--- src/rtl/pfx_pkg.sv ---
package pfx_pkg;
  localparam int WORD_W     = 32;
  localparam int OPC_W      = 6;
  localparam int OPC_LSB    = 10;
  localparam int PFX_W      = 10;
  localparam int NARROW_W   = 6;
  localparam int WIDE_W     = 10;
  localparam int CODE_W     = 4;
  localparam int LONG_W     = 16;
  localparam int LONG_LSB   = 16;
  localparam int IMM_W      = 32;
  localparam logic [OPC_W-1:0] PFX_OPC = 6'b111100;

  typedef enum logic [2:0] {
    CL_SHORT  = 3'd0,
    CL_WIDE   = 3'd1,
    CL_CONST  = 3'd2,
    CL_PLAIN  = 3'd3,
    CL_PREFIX = 3'd4,
    CL_LONG   = 3'd5
  } op_class_e;
endpackage

--- src/rtl/pfx_rst_sync.sv ---
module pfx_rst_sync #(
  parameter int STAGES = 2
) (
  input  logic clk,
  input  logic rst_n,
  output logic rst_sync_n
);
  logic [STAGES-1:0] chain_q;
  logic [STAGES-1:0] chain_d;

  always_comb begin
    chain_d = {chain_q[STAGES-2:0], 1'b1};
  end

  always_ff @(posedge clk or negedge rst_n) begin
    if (!rst_n) chain_q <= '0;
    else        chain_q <= chain_d;
  end

  assign rst_sync_n = chain_q[STAGES-1];
endmodule

--- src/rtl/pfx_field_split.sv ---
module pfx_field_split
  import pfx_pkg::*;
#(
  parameter int W_WORD   = WORD_W,
  parameter int W_OPC    = OPC_W,
  parameter int OPC_BASE = OPC_LSB,
  parameter int W_NARROW = NARROW_W,
  parameter int W_WIDE   = WIDE_W,
  parameter int W_CODE   = CODE_W,
  parameter int W_LONG   = LONG_W,
  parameter int LONG_BASE = LONG_LSB,
  parameter logic [W_OPC-1:0] PREFIX_OPC = PFX_OPC
) (
  input  logic [W_WORD-1:0]   word,
  input  logic                is_long,
  output op_class_e           cls,
  output logic [W_NARROW-1:0] narrow_fld,
  output logic [W_WIDE-1:0]   wide_fld,
  output logic [W_CODE-1:0]   code_fld,
  output logic [W_LONG-1:0]   long_fld
);
  logic [W_OPC-1:0] opc;
  logic [1:0]       grp;

  assign opc        = word[OPC_BASE +: W_OPC];
  assign grp        = opc[W_OPC-1 -: 2];
  assign narrow_fld = word[W_NARROW-1:0];
  assign wide_fld   = word[W_WIDE-1:0];
  assign code_fld   = word[W_CODE-1:0];
  assign long_fld   = word[LONG_BASE +: W_LONG];

  always_comb begin
    if (is_long) begin
      cls = CL_LONG;
    end else begin
      unique case (grp)
        2'b00:   cls = CL_SHORT;
        2'b01:   cls = CL_WIDE;
        2'b10:   cls = CL_CONST;
        default: cls = (opc == PREFIX_OPC) ? CL_PREFIX : CL_PLAIN;
      endcase
    end
  end
endmodule

--- src/rtl/pfx_const_expand.sv ---
module pfx_const_expand
  import pfx_pkg::*;
#(
  parameter int W_CODE     = CODE_W,
  parameter int W_IMM      = IMM_W,
  parameter int DIRECT_MAX = 8,
  parameter int STEP_LAST  = 11,
  parameter int STEP_SHIFT = 3
) (
  input  logic [W_CODE-1:0] code,
  output logic [W_IMM-1:0]  value
);
  localparam int STEP_BIAS = DIRECT_MAX - 1;

  logic [W_IMM-1:0] code_wide;
  assign code_wide = W_IMM'(code);

  always_comb begin
    if (code_wide <= W_IMM'(DIRECT_MAX)) begin
      value = code_wide;
    end else if (code_wide <= W_IMM'(STEP_LAST)) begin
      value = (code_wide - W_IMM'(STEP_BIAS)) << STEP_SHIFT;
    end else begin
      value = '0;
    end
  end
endmodule

--- src/rtl/pfx_hold.sv ---
module pfx_hold #(
  parameter int W_PFX = 10
) (
  input  logic             clk,
  input  logic             rst_n,
  input  logic             flush,
  input  logic             accept,
  input  logic             is_prefix,
  input  logic [W_PFX-1:0] pfx_in,
  output logic             pend_valid,
  output logic [W_PFX-1:0] pend_bits
);
  logic             valid_d;
  logic [W_PFX-1:0] bits_d;
  logic             bits_en;

  always_comb begin
    valid_d = pend_valid;
    bits_en = 1'b0;
    bits_d  = pfx_in;
    if (flush) begin
      valid_d = 1'b0;
    end else if (accept) begin
      valid_d = is_prefix;
      bits_en = is_prefix;
    end
  end

  always_ff @(posedge clk or negedge rst_n) begin
    if (!rst_n) begin
      pend_valid <= 1'b0;
      pend_bits  <= '0;
    end else begin
      pend_valid <= valid_d;
      if (bits_en) pend_bits <= bits_d;
    end
  end
endmodule

--- src/rtl/pfx_merge.sv ---
module pfx_merge
  import pfx_pkg::*;
#(
  parameter int W_PFX    = PFX_W,
  parameter int W_NARROW = NARROW_W,
  parameter int W_WIDE   = WIDE_W,
  parameter int W_LONG   = LONG_W,
  parameter int W_IMM    = IMM_W
) (
  input  op_class_e           cls,
  input  logic [W_NARROW-1:0] narrow_fld,
  input  logic [W_WIDE-1:0]   wide_fld,
  input  logic [W_LONG-1:0]   long_fld,
  input  logic [W_IMM-1:0]    const_val,
  input  logic                pend_valid,
  input  logic [W_PFX-1:0]    pend_bits,
  output logic [W_IMM-1:0]    imm,
  output logic                ext
);
  localparam int NARROW_EXT_W = W_PFX + W_NARROW;
  localparam int WIDE_EXT_W   = W_PFX + W_WIDE;

  logic [NARROW_EXT_W-1:0] narrow_joined;
  logic [WIDE_EXT_W-1:0]   wide_joined;

  assign narrow_joined = {pend_bits, narrow_fld};
  assign wide_joined   = {pend_bits, wide_fld};

  always_comb begin
    imm = '0;
    ext = 1'b0;
    unique case (cls)
      CL_SHORT: begin
        if (pend_valid) begin
          imm[NARROW_EXT_W-1:0] = narrow_joined;
          ext = 1'b1;
        end else begin
          imm[W_NARROW-1:0] = narrow_fld;
        end
      end
      CL_WIDE: begin
        if (pend_valid) begin
          imm[WIDE_EXT_W-1:0] = wide_joined;
          ext = 1'b1;
        end else begin
          imm[W_WIDE-1:0] = wide_fld;
        end
      end
      CL_CONST:  imm = const_val;
      CL_PREFIX: imm[W_WIDE-1:0] = wide_fld;
      CL_LONG:   imm[W_LONG-1:0] = long_fld;
      default:   imm = '0;
    endcase
  end
endmodule

--- src/rtl/pfx_imm_decoder.sv ---
module pfx_imm_decoder
  import pfx_pkg::*;
#(
  parameter int SYNC_STAGES = 2
) (
  input  logic              clk,
  input  logic              rst_n,
  input  logic              instr_valid,
  input  logic              instr_long,
  input  logic [WORD_W-1:0] instr_word,
  input  logic              flush,
  output logic              out_valid,
  output logic [2:0]        out_class,
  output logic [IMM_W-1:0]  out_imm,
  output logic              out_ext
);
  logic                rst_sync_n;
  op_class_e           cls;
  logic [NARROW_W-1:0] narrow_fld;
  logic [WIDE_W-1:0]   wide_fld;
  logic [CODE_W-1:0]   code_fld;
  logic [LONG_W-1:0]   long_fld;
  logic [IMM_W-1:0]    const_val;
  logic                pend_valid;
  logic [PFX_W-1:0]    pend_bits;
  logic [IMM_W-1:0]    imm_d;
  logic                ext_d;
  logic                accept;

  assign accept = instr_valid & ~flush;

  pfx_rst_sync #(.STAGES(SYNC_STAGES)) u_rst (
    .clk        (clk),
    .rst_n      (rst_n),
    .rst_sync_n (rst_sync_n)
  );

  pfx_field_split u_split (
    .word       (instr_word),
    .is_long    (instr_long),
    .cls        (cls),
    .narrow_fld (narrow_fld),
    .wide_fld   (wide_fld),
    .code_fld   (code_fld),
    .long_fld   (long_fld)
  );

  pfx_const_expand u_const (
    .code  (code_fld),
    .value (const_val)
  );

  pfx_hold #(.W_PFX(PFX_W)) u_hold (
    .clk        (clk),
    .rst_n      (rst_sync_n),
    .flush      (flush),
    .accept     (accept),
    .is_prefix  (cls == CL_PREFIX),
    .pfx_in     (wide_fld),
    .pend_valid (pend_valid),
    .pend_bits  (pend_bits)
  );

  pfx_merge u_merge (
    .cls        (cls),
    .narrow_fld (narrow_fld),
    .wide_fld   (wide_fld),
    .long_fld   (long_fld),
    .const_val  (const_val),
    .pend_valid (pend_valid),
    .pend_bits  (pend_bits),
    .imm        (imm_d),
    .ext        (ext_d)
  );

  always_ff @(posedge clk or negedge rst_sync_n) begin
    if (!rst_sync_n) begin
      out_valid <= 1'b0;
      out_class <= '0;
      out_imm   <= '0;
      out_ext   <= 1'b0;
    end else begin
      out_valid <= accept;
      if (accept) begin
        out_class <= cls;
        out_imm   <= imm_d;
        out_ext   <= ext_d;
      end
    end
  end
endmodule

--- config.mk ---
export PLATFORM = sky130hd
export DESIGN_NAME = pfx_imm_decoder
export DESIGN_NICKNAME = d
export VERILOG_FILES = /design/src/rtl/pfx_pkg.sv /design/src/rtl/pfx_rst_sync.sv /design/src/rtl/pfx_field_split.sv /design/src/rtl/pfx_const_expand.sv /design/src/rtl/pfx_hold.sv /design/src/rtl/pfx_merge.sv /design/src/rtl/pfx_imm_decoder.sv
export SDC_FILE = /design/constraint.sdc
export NUM_CORES = 1
export LEC_CHECK = 0
export CAP_MARGIN = 20
export CORE_ASPECT_RATIO = 0.8
export CORE_MARGIN = 2
export CORE_UTILIZATION = 35
export CTS_CLUSTER_DIAMETER = 40
export DETAILED_ROUTE_END_ITERATION = 12
export PLACE_DENSITY_LB_ADDON = 0.08
export SLEW_MARGIN = 20
export SYNTH_ARGS = -nofsm -noshare
export SYNTH_HDL_FRONTEND = slang
export SYNTH_SLANG_ARGS = --single-unit
--- constraint.sdc ---
create_clock -name clk -period 2.4 [get_ports clk]
set_input_delay 0.24 -clock clk [delete_from_list [all_inputs] [get_ports clk]]
set_output_delay 0.24 -clock clk [all_outputs]
set_load 0.005 [all_outputs]
==> results.md <==
* Status: completed
* DRT Pass-1 Iters at 4
* # IOs at 74
* Post-synthesis sequential area ratio at 0.503
* Pin count of the biggest net entering global routing at 38
* # fillers at ~500
* HP Class: in -> async
* Max Root-Sink Buffers at 2
* Post-DR wirelength/cell at ~16 um
* Syn Nets at 227
* DP HPWL at 3820 um
* Period minus WS final at ~1700 ps
* Netlist cell types at 36
* Cell Rows at 24
* Input/output buffers at 73
* Clock Skew at 8.81 ps
* Top FF cell, synth: dfrtp_1
* Final Hold Violating Endpoints at 0
* Initial DRC Count at 120
* Clock root buffer master: clkbuf_8
* Initial core utilization at 0.359
* GRT Total Usage at 0.171
* P&R area growth vs syn at 41.9%
* Vias in the first global route at 1,597
* Cell Area, Placed at 2680 sq um
* Crit. End Element: flip-flop
* First-pass GRT wire length at between 8000 and 9000 um
* FF+latch count, synth at 39
* VDD IR max at 0.000246 V
* R2r setup slk at just over 1000 ps
* Leakage at 1.19 nW
* CP startpoint kind: primary input
* Arrival time worst endpoint at 1880 ps
* Synth warn at 0
* Syn Inst Count at 188
* Chip Height at slightly above 70 um
* Post-synth EDFFs at 0
* Syn Area/Cell at around 10 sq um
* Top-area cell type share of the netlist area at 0.503
* Initial antenna violation count at 0
* Async set or reset register ratio after synthesis at 1.00
* # diodes at 0
* Fmax at 599 MHz
* Routed WL at approximately 5000 um
* Post CTS Setup Buffer Count at 0
* RSZ-0062 raised after global routing: false
* Count of final setup violators at 0
* Cell area after synthesis at just under 2000 sq um
* Vias/cell at 4.99
* Layout net count at a little under 300
* Ratio of cells with drive above 1 in the final layout at 0.125
* Power Dens Cells at slightly above 500 nW/um^2
* Synth top area cells: dfrtp_1, mux2_2, nand2_1, buf_4, o21ai_0
* Footprint of the multi-input gates at 810 sq um
* Area leader, netlist: dfrtp_1
* Data required time at the worst endpoint at 2610 ps
* Worst-Skew Late Latency at roughly 290 ps
* Gr ovfl total at 0
* Core Area at 5410 sq um
* Design area at 2760 sq um
* TritonCTS buffer count at 5
* # DRC at 0
* Antenna viol nets, final at 0
* Final non-filler cell total at between 300 and 400
* Setup TNS at 0 ps
* H-tree Lvls at 2
* Worst Path Max Fanout at 10
* Die width at between 80 and 90 um
* Final Cycle Share at 0.696
* CTS Sinks at 39
* CTS tree: done
* Via count at 1,597
* # resized after CTS at 0
* Setup Crit Path Kind: in -> reg
* Die ar. at 6160 sq um
* Hold-fix buffers at CTS at 0
* Placed Cells at 314
* Global placement routability congestion at 0.790
* Max-cap violations at 0
* Worst-path clk slew at around 60 ps
* Slew Viols, Final at 0
* Register area at between 900 and 1000 sq um
-- where the power goes --
group	total, mW	leakage (nW)	internal, mW	switching (mW)
Combinational	0.278	0.644	0.168	0.110
Clock	0.416	0.0371	0.194	0.222
Sequential	0.733	0.513	0.703	0.0306
Total	1.43	1.19	1.06	0.363
-- sequential cells by signal, indices dropped and copies added, names as in the netlist --
| signal | flops |
|---|---|
| out_valid | 1 |
| u_hold.pend_bits | 10 |
| u_hold.pend_valid | 1 |
| out_imm | 21 |
| out_class | 3 |
| u_rst.chain_q | 2 |
| out_ext | 1 |
-- area by class of cell --
class / count / area share
Sequential cell: 39 / 0.354
Timing Repair Buffer: 82 / 0.290
Multi-Input combinational cell: 123 / 0.294
Clock buffer: 6 / 0.0263
Inverter: 5 / 0.00681
Tap cell: 65 / 0.0295
-- layout by cell type, fill, tap and decap left out, types with 2 or more instances in the layout --
master / synthesis / layout
a21oi_1: 10 / 10
a222oi_1: 4 / 4
a22o_1: 6 / 6
a22oi_1: 4 / 4
buf_4: 13 / 9
clkbuf_8: 0 / 5
clkdlybuf4s50_1: 0 / 73
dfrtp_1: 39 / 39
ha_1: 2 / 2
inv_1: 5 / 5
mux2_2: 10 / 10
mux2i_1: 6 / 6
nand2_1: 27 / 27
nand3_1: 2 / 2
nor2_1: 13 / 13
nor2b_1: 3 / 3
o21ai_0: 13 / 13
o21ai_2: 4 / 4
o22ai_1: 3 / 3
o31ai_1: 2 / 2
-- critical path: stages --
cell,delay [ps]
clkdlybuf4s50_1,600
or3b_1,580
nor2_2,210
a222oi_1,100
a21oi_1,150
-- Yosys cell counts (all sizes together) (2+ instances only) --
library cell  count
nand4bb           2
o22ai             3
a22o              6
ha                2
nor2             14
mux2i             6
a222oi            4
a21oi            10
dfrtp            39
clkbuf            4
nand2            27
buf              17
nor4              2
mux2             10
nand3             2
nor2b             3
inv               5
o31ai             2
o21ai            17
a22oi             4
-- logic make-up after synthesis --
kind of cell	Yosys count	share of synthesized area
buffers and inverters	26	0.0805
multiplexers	16	0.0889
AND/OR/NAND/NOR	56	0.148
adder cells (fa/ha/maj)	2	0.0129
AO/OA/AOI/OAI	48	0.166
flip-flops	39	0.503
other	1	0.00193
-- final timing paths --
kind | cells past startpoint | startpoint | end
max | 5 | instr_long | out_imm[6]$_DFFE_PN0P_
min | 1 | rst_n | u_rst.chain_q[1]$_DFF_PN0_
max reg2reg | 4 | u_hold.pend_valid$_DFFE_PN0P_ | out_imm[6]$_DFFE_PN0P_
min reg2reg | 1 | u_rst.chain_q[1]$_DFF_PN0_ | u_hold.pend_bits[3]$_DFFE_PN0P_
max in group asynchronous | 1 | u_rst.chain_q[1]$_DFF_PN0_ | out_ext$_DFFE_PN0P_
min in group clk | 0 | u_rst.chain_q[0]$_DFF_PN0_ | u_rst.chain_q[1]$_DFF_PN0_
-- per-layer routing --
metal  vias to the layer above  GRT usage  routed length (um)  part of all wire
li1                        779          -                   -                 -
met1                       758      0.265                2470              0.49
met2                        53      0.234                2190              0.44
met3                         7     0.0467                 293             0.059
met4                         0     0.0462                  56             0.011
met5                         -          0                   0                 0
-- stage by stage --
stage / hold slack (ps) / total power, mW / utilization / setup WS, ps
6_report: 116 / 1.43 / 0.510 / 731
5_1_grt: 115 / 1.50 / 0.510 / 623
4_1_cts: 111 / 1.45 / 0.510 / 725
3_5_place_dp: 313 / 1.03 / 0.497 / 440
3_3_place_gp: 303 / 1.02 / 0.497 / 481
2_1_floorplan: -55.6 / 0.848 / - / 992
Note: power is estimated with default switching activity, not from simulation.
